===== config.mk =====
export PLATFORM = sky130hd
export DESIGN_NAME = abs_cmd_seq
export DESIGN_NICKNAME = d
export VERILOG_FILES = /design/src/rtl/acs_pkg.sv /design/src/rtl/acs_decode.sv /design/src/rtl/acs_databank.sv /design/src/rtl/acs_fsm.sv /design/src/rtl/abs_cmd_seq.sv
export SDC_FILE = /design/constraint.sdc
export NUM_CORES = 1
export LEC_CHECK = 0
export BUFFER_PORTS_ARGS = -buffer_cell sky130_fd_sc_hd__buf_2
export CAP_MARGIN = 20
export CORE_ASPECT_RATIO = 1.4
export CORE_UTILIZATION = 40
export CTS_BUF_LIST = sky130_fd_sc_hd__clkbuf_4
export DETAILED_ROUTE_END_ITERATION = 16
export PLACE_DENSITY_LB_ADDON = 0.12
export SLEW_MARGIN = 20
export SYNTH_ARGS = -nofsm -noshare
export SYNTH_HDL_FRONTEND = slang
export SYNTH_SLANG_ARGS = --single-unit

===== constraint.sdc =====
create_clock -name clk -period 2.06 [get_ports clk]
set_input_delay 0.412 -clock clk [delete_from_list [all_inputs] [get_ports clk]]
set_output_delay 0.412 -clock clk [all_outputs]
set_load 0.03 [all_outputs]

===== src/rtl/acs_pkg.sv =====
`timescale 1ns/1ps
package acs_pkg;
    typedef enum logic [1:0] {
        OP_NONE = 2'd0,
        OP_PROG = 2'd1,
        OP_REGW = 2'd2,
        OP_REGR = 2'd3
    } hart_op_e;

    typedef enum logic [2:0] {
        ST_IDLE,
        ST_CHECK,
        ST_PRE,
        ST_XFER,
        ST_POST
    } seq_state_e;

    localparam logic [2:0] ERR_NONE  = 3'd0;
    localparam logic [2:0] ERR_BUSY  = 3'd1;
    localparam logic [2:0] ERR_UNSUP = 3'd2;
    localparam logic [2:0] ERR_EXC   = 3'd3;
    localparam logic [2:0] ERR_STATE = 3'd4;

    localparam int CMD_DIR_BIT  = 16;
    localparam int CMD_POST_BIT = 17;
    localparam int CMD_PRE_BIT  = 18;
    localparam int CMD_SIZE_LSB = 19;
endpackage


===== src/rtl/acs_decode.sv =====
`timescale 1ns/1ps
module acs_decode import acs_pkg::*; #(
    parameter int REG_BITS = 64,
    parameter int NDATA    = 4
) (
    input  logic [21:0]      cmd,
    output logic [15:0]      regno,
    output logic             dir,
    output logic             pre,
    output logic             post,
    output logic             size_ok,
    output logic [NDATA-1:0] word_mask
);
    int nwords;

    always_comb begin
        regno = cmd[15:0];
        dir   = cmd[CMD_DIR_BIT];
        post  = cmd[CMD_POST_BIT];
        pre   = cmd[CMD_PRE_BIT];
        unique case (cmd[CMD_SIZE_LSB +: 3])
            3'd2:    nwords = 1;
            3'd3:    nwords = 2;
            3'd4:    nwords = 4;
            default: nwords = 0;
        endcase
        size_ok = (nwords != 0) && (nwords * 32 <= REG_BITS) && (nwords <= NDATA);
        for (int i = 0; i < NDATA; i++) begin
            word_mask[i] = (i < nwords);
        end
    end
endmodule


===== src/rtl/acs_databank.sv =====
`timescale 1ns/1ps
module acs_databank #(
    parameter int NDATA = 4,
    localparam int DW   = NDATA * 32
) (
    input  logic             clk,
    input  logic             rst_n,
    input  logic [NDATA-1:0] bus_we,
    input  logic [31:0]      bus_wdata,
    input  logic             load_en,
    input  logic [NDATA-1:0] load_mask,
    input  logic [DW-1:0]    load_data,
    output logic [DW-1:0]    words
);
    always_ff @(posedge clk or negedge rst_n) begin
        if (!rst_n) begin
            words <= '0;
        end else begin
            for (int i = 0; i < NDATA; i++) begin
                if (load_en && load_mask[i]) begin
                    words[i*32 +: 32] <= load_data[i*32 +: 32];
                end else if (bus_we[i]) begin
                    words[i*32 +: 32] <= bus_wdata;
                end
            end
        end
    end

    generate
        for (genvar g = 0; g < NDATA; g++) begin : g_chk
            assert_load_word_R4: assert property (@(posedge clk) disable iff (!rst_n)
                (load_en && load_mask[g]) |=> (words[g*32 +: 32] == $past(load_data[g*32 +: 32])));
            assert_untouched_word_R8: assert property (@(posedge clk) disable iff (!rst_n)
                (!load_en && !bus_we[g]) |=> $stable(words[g*32 +: 32]));
        end
    endgenerate
endmodule


===== src/rtl/acs_fsm.sv =====
`timescale 1ns/1ps
module acs_fsm import acs_pkg::*; (
    input  logic       clk,
    input  logic       rst_n,
    input  logic       launch,
    input  logic       busy_hit,
    input  logic       err_clr,
    input  logic       hart_halted,
    input  logic       size_ok,
    input  logic       pre,
    input  logic       post,
    input  logic       dir,
    input  logic       hart_done,
    input  logic       hart_exc,
    output logic       busy,
    output logic [2:0] err,
    output logic       hart_req,
    output logic [1:0] hart_op,
    output logic       load_en
);
    seq_state_e state_q, state_d;
    logic [2:0] err_set;

    always_ff @(posedge clk or negedge rst_n) begin
        if (!rst_n) state_q <= ST_IDLE;
        else        state_q <= state_d;
    end

    always_comb begin
        state_d = state_q;
        err_set = ERR_NONE;
        unique case (state_q)
            ST_IDLE: begin
                if (launch && err == ERR_NONE) state_d = ST_CHECK;
            end
            ST_CHECK: begin
                if (!size_ok) begin
                    err_set = ERR_UNSUP;
                    state_d = ST_IDLE;
                end else if (!hart_halted) begin
                    err_set = ERR_STATE;
                    state_d = ST_IDLE;
                end else if (pre) begin
                    state_d = ST_PRE;
                end else begin
                    state_d = ST_XFER;
                end
            end
            ST_PRE: begin
                if (hart_done) begin
                    if (hart_exc) begin
                        err_set = ERR_EXC;
                        state_d = ST_IDLE;
                    end else begin
                        state_d = ST_XFER;
                    end
                end
            end
            ST_XFER: begin
                if (hart_done) begin
                    if (hart_exc) begin
                        err_set = ERR_EXC;
                        state_d = ST_IDLE;
                    end else if (post) begin
                        state_d = ST_POST;
                    end else begin
                        state_d = ST_IDLE;
                    end
                end
            end
            ST_POST: begin
                if (hart_done) begin
                    if (hart_exc) err_set = ERR_EXC;
                    state_d = ST_IDLE;
                end
            end
            default: state_d = ST_IDLE;
        endcase
    end

    always_comb begin
        busy     = 1'b1;
        hart_req = 1'b0;
        hart_op  = OP_NONE;
        load_en  = 1'b0;
        unique case (state_q)
            ST_IDLE:  busy = 1'b0;
            ST_CHECK: ;
            ST_PRE, ST_POST: begin
                hart_req = 1'b1;
                hart_op  = OP_PROG;
            end
            ST_XFER: begin
                hart_req = 1'b1;
                hart_op  = dir ? OP_REGR : OP_REGW;
                load_en  = dir && hart_done && !hart_exc;
            end
            default: busy = 1'b0;
        endcase
    end

    always_ff @(posedge clk or negedge rst_n) begin
        if (!rst_n) begin
            err <= ERR_NONE;
        end else if (err == ERR_NONE) begin
            if (err_set != ERR_NONE) err <= err_set;
            else if (busy_hit)       err <= ERR_BUSY;
        end else if (err_clr) begin
            err <= ERR_NONE;
        end
    end

    assert_exc_abort_R7: assert property (@(posedge clk) disable iff (!rst_n)
        (hart_req && hart_done && hart_exc && !err_clr) |=> (!hart_req && err != ERR_NONE));
    assert_unsup_R5: assert property (@(posedge clk) disable iff (!rst_n)
        (state_q == ST_CHECK && !size_ok && !err_clr) |=> (!busy && err != ERR_NONE));
    assert_not_halted_R6: assert property (@(posedge clk) disable iff (!rst_n)
        (state_q == ST_CHECK && size_ok && !hart_halted && !err_clr) |=> (!hart_req && err != ERR_NONE));
    assert_pre_then_xfer_R3: assert property (@(posedge clk) disable iff (!rst_n)
        (state_q == ST_PRE && hart_done && !hart_exc) |=> (hart_op == OP_REGW || hart_op == OP_REGR));
    assert_xfer_then_post_R3: assert property (@(posedge clk) disable iff (!rst_n)
        (state_q == ST_XFER && hart_done && !hart_exc && post) |=> (hart_op == OP_PROG));
endmodule


===== src/rtl/abs_cmd_seq.sv =====
`timescale 1ns/1ps
module abs_cmd_seq import acs_pkg::*; #(
    parameter int NDATA      = 4,
    parameter int REG_BITS   = 64,
    parameter int PROG_WORDS = 8,
    parameter int ADDR_W     = 3,
    localparam int DW        = NDATA * 32
) (
    input  logic              clk,
    input  logic              rst_n,
    input  logic              bus_wr,
    input  logic              bus_rd,
    input  logic [ADDR_W-1:0] bus_addr,
    input  logic [31:0]       bus_wdata,
    output logic [31:0]       bus_rdata,
    input  logic              hart_halted,
    output logic              hart_req,
    output logic [1:0]        hart_op,
    output logic [15:0]       hart_regno,
    output logic [DW-1:0]     hart_wdata,
    input  logic              hart_done,
    input  logic              hart_exc,
    input  logic [DW-1:0]     hart_rdata
);
    localparam logic [ADDR_W-1:0] A_STAT = '0;
    localparam logic [ADDR_W-1:0] A_CMD  = ADDR_W'(1);
    localparam int                DATA_BASE = 1 << (ADDR_W - 1);
    localparam logic [3:0]        PSIZE = 4'(PROG_WORDS);

    logic [31:0]      cmd_q;
    logic [NDATA-1:0] auto_q, data_hit, data_we, word_mask;
    logic             cmd_wr, stat_wr, busy, launch, busy_hit, err_clr, load_en;
    logic             dir, pre, post, size_ok;
    logic [2:0]       err;
    logic [DW-1:0]    words;

    always_comb begin
        for (int n = 0; n < NDATA; n++) begin
            data_hit[n] = (bus_wr || bus_rd) && (int'(bus_addr) == DATA_BASE + n);
            data_we[n]  = bus_wr && data_hit[n] && !busy;
        end
        cmd_wr   = bus_wr && (bus_addr == A_CMD);
        stat_wr  = bus_wr && (bus_addr == A_STAT);
        busy_hit = busy && (cmd_wr || (|data_hit));
        launch   = !busy && (cmd_wr || (|(data_hit & auto_q)));
        err_clr  = stat_wr && (|bus_wdata[2:0]);
    end

    always_ff @(posedge clk or negedge rst_n) begin
        if (!rst_n) begin
            cmd_q  <= '0;
            auto_q <= '0;
        end else begin
            if (cmd_wr && !busy) cmd_q <= bus_wdata;
            if (stat_wr)         auto_q <= bus_wdata[8 +: NDATA];
        end
    end

    acs_decode #(.REG_BITS(REG_BITS), .NDATA(NDATA)) i_decode (
        .cmd       (cmd_q[21:0]),
        .regno     (hart_regno),
        .dir       (dir),
        .pre       (pre),
        .post      (post),
        .size_ok   (size_ok),
        .word_mask (word_mask)
    );

    acs_databank #(.NDATA(NDATA)) i_bank (
        .clk       (clk),
        .rst_n     (rst_n),
        .bus_we    (data_we),
        .bus_wdata (bus_wdata),
        .load_en   (load_en),
        .load_mask (word_mask),
        .load_data (hart_rdata),
        .words     (words)
    );

    acs_fsm i_fsm (
        .clk         (clk),
        .rst_n       (rst_n),
        .launch      (launch),
        .busy_hit    (busy_hit),
        .err_clr     (err_clr),
        .hart_halted (hart_halted),
        .size_ok     (size_ok),
        .pre         (pre),
        .post        (post),
        .dir         (dir),
        .hart_done   (hart_done),
        .hart_exc    (hart_exc),
        .busy        (busy),
        .err         (err),
        .hart_req    (hart_req),
        .hart_op     (hart_op),
        .load_en     (load_en)
    );

    assign hart_wdata = words;

    always_comb begin
        bus_rdata = '0;
        if (bus_addr == A_STAT) begin
            bus_rdata[2:0]        = err;
            bus_rdata[3]          = busy;
            bus_rdata[7:4]        = PSIZE;
            bus_rdata[8 +: NDATA] = auto_q;
        end else if (bus_addr == A_CMD) begin
            bus_rdata = cmd_q;
        end else begin
            for (int n = 0; n < NDATA; n++) begin
                if (int'(bus_addr) == DATA_BASE + n) bus_rdata = words[n*32 +: 32];
            end
        end
    end

    assert_busy_rise_R2: assert property (@(posedge clk) disable iff (!rst_n)
        (cmd_wr && !busy && err == ERR_NONE) |=> busy);
    assert_busy_access_err_R8: assert property (@(posedge clk) disable iff (!rst_n)
        (busy && (cmd_wr || (|data_hit)) && !err_clr) |=> (err != ERR_NONE));
    assert_regno_held_R8: assert property (@(posedge clk) disable iff (!rst_n)
        (hart_req && $past(hart_req)) |-> $stable(hart_regno));
    assert_err_blocks_R9: assert property (@(posedge clk) disable iff (!rst_n)
        (err != ERR_NONE && !busy) |=> !busy);
endmodule


; Yosys cells after proc, flatten, opt, wreduce, memory -nomap -nowiden
; Index checks and enable logic that the tools add are counted.
[word_totals]
register_bits = 170
out_inout_bits = 179
input_bits = 170
[op_classes]
n_lt_le_gt_ge = 6
mux = 41
n_bitwise = 1
n_reduce_logical = 50
n_eq_ne = 17
[op_table]
columns = op, n
row1 = $mux 32, 13
row2 = $mux 3, 15
row3 = $reduce_bool 32->1, 1
row4 = $logic_and 1x1->1, 27
row5 = $mux 20, 1
row6 = $eq 3x2->1 const B, 5
row7 = $pmux 3 s5, 1
row8 = $eq 3x3->1 const B, 4
row9 = $mux 12, 1
row10 = $reduce_or 4->1, 3
row11 = $reduce_bool 2->1, 5
row12 = $eq 3x1->1 const B, 3
row13 = $logic_not 3->1, 3
row14 = $pmux 3 s3, 1
row15 = $le 8x7->1 const B, 1
row16 = $lt 1x3->1 const A, 2
row17 = $lt 2x3->1 const A, 2
row18 = $ne 2x2->1 const B, 3
row19 = $pmux 3 s2, 1
row20 = $reduce_or 3->1, 2
row21 = $mux 1, 5
row22 = $and 4x4->4, 1
row23 = $mux 2, 2
row24 = $pmux 2 s2, 1
row25 = 9 further kinds, 12

; Longest topological paths before layout
; Gate-level depths: netlist of run 1.
[logic_depth]
depth_word = 10
mapped_depth = 7
ltp_nobuf = 4

; By module
; A second synthesis of run 1 with hierarchy kept.
[unflattened]
cells_unflattened = 864
hier_area_um2 = 9678.0
[by_module_without_submodules]
columns = mod, instances, cells_per_inst, area_each_um2, seq_area_each_um2
row1 = acs_databank, 1, 574, 6362.4, 3203.1
row2 = abs_cmd_seq, 1, 217, 2695.1, 900.9
row3 = acs_fsm, 1, 49, 435.4, 150.1
row4 = acs_decode, 1, 24, 185.2, 0.0

; Worst setup path before layout of run 1
; OpenSTA, ideal clock, no wires.
[synth_timing]
kind = input-to-output
from = input port bus_addr[0]
to = output port bus_rdata[3]
slack_ns = -0.243
arrival_time_ns = 1.891
n_path_buf = 3
path_stages = 6
cell_sequence = buf_2 -> buf_2 -> buf_2 -> nor3_1 -> a21oi_1 -> o21ai_0
[synth_via]
elab_chain_cells = 7
elab_cells_between_ends = 12
cone_classes = eq/ne: 5 / mux: 6 / reduce/logical: 1
[synth_rtl]
columns = item, line
row1 = start: declaration, abs_cmd_seq.sv:13  ; input logic [ADDR_W-1:0] bus_addr,
row2 = $eq 3x3->1, abs_cmd_seq.sv:113  ; if (int'(bus_addr) == DATA_BASE + n) bus_rdata = words[n*32 +: 32];
row3 = $mux 32 (4 in a row), abs_cmd_seq.sv:113
row4 = $mux 32, abs_cmd_seq.sv:109  ; end else if (bus_addr == A_CMD) begin
row5 = $mux 12 *, abs_cmd_seq.sv:104  ; if (bus_addr == A_STAT) begin
row6 = end: declaration, abs_cmd_seq.sv:15  ; output logic [31:0] bus_rdata,
; Every way passes the cells marked *; elsewhere a longest branch is shown, timed or not.

; Worst setup path in the final report of run 1
[layout_timing]
from = register i_fsm.state_q[0]
to = output port bus_rdata[3]
[layout_via]
elab_chain_cells = 4
elab_cells_between_ends = 7
cone_classes = eq/ne: 4 / mux: 2 / reduce/logical: 1
[layout_rtl]
columns = item, line
row1 = start: declaration, acs_fsm.sv:21  ; seq_state_e state_q, state_d;
row2 = start signal: assignment, acs_fsm.sv:26  ; else state_q <= state_d;
row3 = "$eq 3x1->1, or another cell as far along", acs_fsm.sv:86  ; unique case (state_q)
row4 = $reduce_or 4->1 (no source line) *, n/a
row5 = $mux 1 *, acs_fsm.sv:86
row6 = $mux 12 *, abs_cmd_seq.sv:104
; Marks and branches as above.

==> impl_metrics.toml, run 1 <==
[setup_path]
critPathMaxFanout = 5
critPathCaptureType = "output pin"
critPathKind = "register to output pin"
critPathBufInv = 1
worstSetupPathDepth = 5
required_ns = 1.65
crit_chain = "o21a_4 -> nor3_4 -> a21oi_2 -> o21ai_1 -> buf_4"
max_stage_delay_ns = 0.43
critPathLaunchType = "register"
cp.arrival_ns = 1.87
slowest_stage = "dfrtp_1"
cp_top_family = "compound AO/OA/AOI/OAI gates"
rr_worst_depth = 6

[pwr]
p_sw_frac = 0.462
power_frac_seq = 0.329
clock_power_share = 0.105
p_int_mw = 10.2
p_leak_nw = 7.00
comb_power_share = 0.566
p_per_area_mw_per_mm2 = 1430
p_switching_mw = 8.74
peakVddDrop_uv = 781

[timing]
min_period_ns = 2.28
final.setup.worst_slack_ns = -0.222
tightest_slew_ns = 0.597
finalHoldViolCount = 0
finClkSkew_ns = 0.0256
final_max_slew_viol_count = 0
finalCritPeriodShare = 1.11
setup_viol = 31
fmax_mhz = 438
rsz0062_at_grt = "true"
maxSlewHeadroom = 0.602

[die]
die_area_mm2 = 0.0235
start_util = 0.407
row_count = 65
fp.dieW_um = 130
ios = 349
core_mm2 = 0.0224
die_y_um = 181

[layout]
drive_above_1_share = 0.474
syn2layout_area_growth_pct = 44.5
multi_input_comb_area_mm2 = 0.00446
final_util = 0.588
regArea_mm2 = 0.00426
n_fill_cell = 2045
nets = 1440
fin_cells = 1590

[logic_synthesis]
seq_area_frac_synth = 0.465
synth_ff_type = "dfrtp_1"
yosysUniqueCellTypes = 52
synth-seq-cells = 170
synth_edf_count = 0
syn_area_per_cell_um2 = 11.5
yosysTopAreaCell = "dfrtp_1"
synth_area_mm2 = 0.00914
async_flop_share = 1.00
netlist_instances = 796
synth_area_leaders = "dfrtp_1 (47%), mux2i_1 (12%), mux4_2 (6.9%), a22o_1 (5.6%), mux2_2 (3.9%)"
synth_top_area_share = 0.465
yosys_warnings = 0
syn-num-nets = 966

[cts]
max-clock-path-buffers = 2
cts.sinks = 170
cts_tree = "built"
htree_levels = 4
numCtsBuffers = 17
clk_pin_slew_ns = 0.15
cts-root-buf = "clkbuf_4"
clk_latency_ns = 0.58

[routing]
routedWlPerCell_um = 20.5
drc_errors = 0
viasPerCell = 5.35
wirelength_um = 32500
dr.pass1.iters = 4
drt_iter0_drc = 377
ant_nets = 0
vias = 8506

[global_routing]
grt_max_degree = 56
antenna_found_initial = 6
grt_pass1_vias = 8491
grt_usage = 0.280
grt_overflow = 0
grt_pass1_wl_um = 48700

[placement]
port_buffers = 348
dp.cells = 1425
place.gp.congestion = 0.796
dp_hpwl_um = 22400
preCtsSetupSlack_ns = -0.109

[worst_hold_path]
min_path_cells = 3
hold_path_class = "primary input to register"

[status]
violations = "setup timing"
status = "finished with violations"

[run]
max_cap_viol_count = 0
[per-stage QoR]
step,area [um2],hold WS (ns),TNS (ns),total power [mW]
3_5_place_dp,11500,0.444,-1.64,15.3
3_3_place_gp,11500,0.439,-1.50,15.2
6_report,13200,0.0400,-4.35,18.9
4_1_cts,13000,0.000512,-6.03,18.7
5_1_grt,13200,0.00174,-7.87,19.9
2_1_floorplan,9150,0.116,-0.0461,12.4
[power groups by stage]
| stage | registers, mW | logic [mW] | clock network [mW] |
|---|---|---|---|
| floorplan | 8.63 | 3.76 | 0 |
| global placement | 6.47 | 8.70 | 0 |
| detailed placement | 6.48 | 8.80 | 0 |
| CTS | 6.22 | 10.4 | 2.05 |
| global route | 6.40 | 11.3 | 2.18 |
| finish | 6.22 | 10.7 | 1.99 |
[layout make-up]
type,count,share of cell area
Antenna cell,6,0.00114
Clock buffer,19,0.0108
Clock inverter,13,0.0103
Inverter,3,0.000853
Multi-Input combinational cell,544,0.337
Sequential cell,170,0.322
Tap cell,301,0.0285
Timing Repair Buffer,534,0.289
[path summary, 6_finish.rpt]
kind	from	endpoint	slack (ns)
worst min-delay path	hart_rdata[111]	i_bank.words[111]	0.04
max in group asynchronous	rst_n	i_bank.words[95]	1.07
worst max register to register	i_fsm.state_q[1]	cmd_q[26]	0.16
worst max-delay path	i_fsm.state_q[0]	bus_rdata[3]	-0.22
min in group asynchronous	rst_n	i_bank.words[106]	0.36
worst min register to register	cmd_q[24]	cmd_q[24]	0.52
[cells by family after synthesis]
kind of cell / Yosys count / share of synthesized area
AO/OA/AOI/OAI: 223 / 0.165
multiplexers: 174 / 0.234
flip-flops: 170 / 0.465
AND/OR/NAND/NOR: 147 / 0.0756
buffers and inverters: 82 / 0.0598
[layout by cell type, fill, tap and decap left out, drive strengths merged, types with 2 or more instances in the layout]
master       count
mux4            28
a22o            58
nor3b            2
clkbuf          19
mux2i          110
a21o            32
o211a            2
nor3             7
nand2b           2
dlygate4sd3     46
buf            488
clkinv           5
dfrtp          170
a221o            3
mux2            36
nand4b           2
a21oi           37
diode            6
and3b            3
o311ai           2
a211oi           3
nand2           74
nand3            3
a211o            2
o21ai           80
nor2            41
nor2b            3
inv              9
[routing by layer]
layer  global-route usage  up-vias  routed length [um]
met2                0.489      318               16900
met1                0.339     4254               13100
met3               0.0542       48                1790
met4               0.0986        0                 771
li1                     -     3886                   -
met5                    0        -                   0
[state kept, by name, indices dropped and copies added, names as in the netlist]
register / count
auto_q: 4
cmd_q: 32
i_fsm.err: 3
i_bank.words: 128
i_fsm.state_q: 3
[worst min-delay path, stage by stage]
cell and delay, ns:
buf_2 0.08, nand2_1 0.04, o21ai_0 0.06
[cells in the mapped netlist, types with 2 or more instances]
master    instances
o21ai_2           3
mux2_1            4
inv_1             3
mux4_2           28
nor3_1            5
nand4b_1          2
o211a_4           2
and3b_1           3
o21ai_0          67
a22o_1           58
nand3_1           3
nor2b_1           3
a21o_1           32
dfrtp_1         170
o21ai_1          10
buf_2            25
buf_4            29
mux2i_1         110
mux2_2           32
nor2_2            2
nand2_1          74
a21oi_1          37
clkbuf_1          8
nor2_1           39
a211oi_1          2
a221o_1           3
buf_6            13
buf_1             3
a211o_1           2
nand2b_1          2
[timing repair]
item	in CTS	in global routing
endpoints found under the setup margin	35	35
endpoints found under the hold margin	89	3
buffers inserted	66	16
pin swaps	7	5
hold buffers	43	3
resized for setup	85	13
No activity file was read; power rests on OpenSTA's default activity.
==> run 2, diff against run 1 <==
- PLACE_DENSITY: unset -> 0.7
- PLACE_DENSITY_LB_ADDON: 0.12 -> unset
==> run 2 against run 1 <==
Effect of this change: the flow still finishes with violations (setup timing); critical endpoint unchanged; non-clock buffer count decreased by 4; clock power decreased by 3%; clock skew decreased by 0.0029 ns.
==> impl_metrics.toml, run 2 (synthesized netlist as in run 1, its figures left out) <==
[pwr]
p_sw_frac = 0.464
p_int_mw = 10.2
p_leak_nw = 6.95
power.total_mw = 19.1
p_per_area_mw_per_mm2 = 1460
peakVddDrop_uv = 903
p_switching_mw = 8.85
comb_power_share = 0.566
clock_power_share = 0.101
power_frac_seq = 0.332

[timing]
finClkSkew_ns = 0.0227
maxSlewHeadroom = 0.600
min_period_ns = 2.28
fmax_mhz = 439
final.setup.worst_slack_ns = -0.217
finalCritPeriodShare = 1.11
tightest_slew_ns = 0.600
setup_viol = 33
final_max_slew_viol_count = 0
rsz0062_at_grt = "true"
finalHoldViolCount = 0

[global_routing]
grt_pass1_vias = 9008
grt_pass1_wl_um = 50700
grt_usage = 0.291
grt_max_degree = 55
grt_overflow = 0
antenna_found_initial = 5

[placement]
place_area_mm2 = 0.0115
place.gp.congestion = 0.870
port_buffers = 348
dp.cells = 1418
dp_hpwl_um = 22500

[layout]
largest_reg_flops = 128
layout_common_cells = "buf_2 (312), dfrtp_1 (167), buf_4 (113)"
postLayoutCellArea_mm2 = 0.0131
final_common_cell = "buf_2"
nets = 1436
drive_above_1_share = 0.469
n_fill_cell = 1916
multi_input_comb_area_mm2 = 0.00443
fin_cells = 1584
reg.largest.list = "i_bank.words (128), cmd_q (32), auto_q (4)"
regMostFlops = "i_bank.words"
regArea_mm2 = 0.00426
syn2layout_area_growth_pct = 43.4

[cts]
cts.sinks = 170
htree_levels = 4
numCtsBuffers = 17
cts-root-buf = "clkbuf_4"
cts_tree = "built"
clk_pin_slew_ns = 0.14
max-clock-path-buffers = 2
clk_latency_ns = 0.59

[setup_path]
critPathKind = "register to output pin"
required_ns = 1.65
cp.arrival_ns = 1.87
critPathCaptureType = "output pin"
critPathMaxFanout = 3
critPathLaunchType = "register"

[routing]
wirelength_um = 33800
drt_iter0_drc = 474
viasPerCell = 5.58
vias = 8839
dr.pass1.iters = 4
drc_errors = 0
routedWlPerCell_um = 21.3
ant_nets = 0

[run]
max_cap_viol_count = 0

[die]
row_count = 65
ios = 349
core_mm2 = 0.0224
die_y_um = 181
fp.dieW_um = 130
die_area_mm2 = 0.0235
start_util = 0.407

[status]
violations = "setup timing"
status = "finished with violations"

[worst_hold_path]
hold_path_class = "primary input to register"
run 2: cell types whose count changed in the layout (fill, tap and decap cells not counted), sizes merged:
cell         before  now
buf             488  483
inv               9    3
clkinv            5    7
diode             6    5
bufinv            1    2
clkinvlp          1    4
dlygate4sd3      46   47
clkbuf           19   18
run 2: worst max-delay path: stages, from the launching register on:
cell	delay, ns
dfrtp_2	0.47
o21a_4	0.25
nor3_4	0.23
a21oi_2	0.05
o21ai_1	0.11
buf_4	0.17
run 2: cell type report:
class                      count  area share
multi-input combinational    544       0.338
sequential                   170       0.325
timing repair buffer         530       0.286
tap                          301      0.0287
clock buffer                  18      0.0103
clock inverter                13     0.00993
antenna                        5    0.000955
inverter                       3    0.000859
run 2: metal layers:
layer	up-vias	wire, um	GRT usage
met3	129	1980	0.0563
met1	4376	13000	0.343
met2	462	17000	0.483
met4	0	1920	0.176
met5	-	0	0
li1	3872	-	-
run 2: metrics by stage:
step           setup slack, ns   util  setup TNS, ns  hold WS, ns
6_report                -0.217  0.584          -5.27       0.0383
5_1_grt                 -0.311  0.584          -8.27     -0.00847
4_1_cts                 -0.257  0.579          -6.47     0.000858
3_5_place_dp            -0.162  0.510          -4.49        0.428
3_3_place_gp            -0.167  0.510          -4.99        0.431
2_1_floorplan          -0.0208      -        -0.0461        0.116
run 2: power by group through the flow:
stage | Combinational [mW] | Sequential, mW | Clock (mW)
final | 10.8 | 6.34 | 1.93
after global routing | 11.3 | 6.50 | 2.12
after CTS | 10.6 | 6.29 | 1.97
after detailed placement | 8.84 | 6.54 | 0
after global placement | 8.66 | 6.51 | 0
after floorplan | 3.76 | 8.63 | 0
run 2: worst paths after layout:
check | start | endpoint | slack (ns) | cells past startpoint
max in group asynchronous | rst_n | i_bank.words[23] | 1.04 | 3
worst max-delay path | i_fsm.state_q[0] | bus_rdata[3] | -0.22 | 5
worst max register to register | cmd_q[19] | i_bank.words[71] | 0.16 | 5
worst min-delay path | hart_rdata[121] | i_bank.words[121] | 0.04 | 3
min in group asynchronous | rst_n | i_bank.words[5] | 0.35 | 2
worst min register to register | i_bank.words[83] | i_bank.words[83] | 0.52 | 1
run 2: repair_timing:
item | CTS | global route
resized for setup | 85 | 2
setup buffers | 71 | 12
pin swaps | 7 | 4
hold buffers | 47 | 0
endpoints found under the setup margin | 34 | 48
hold endpoints to repair | 94 | 0
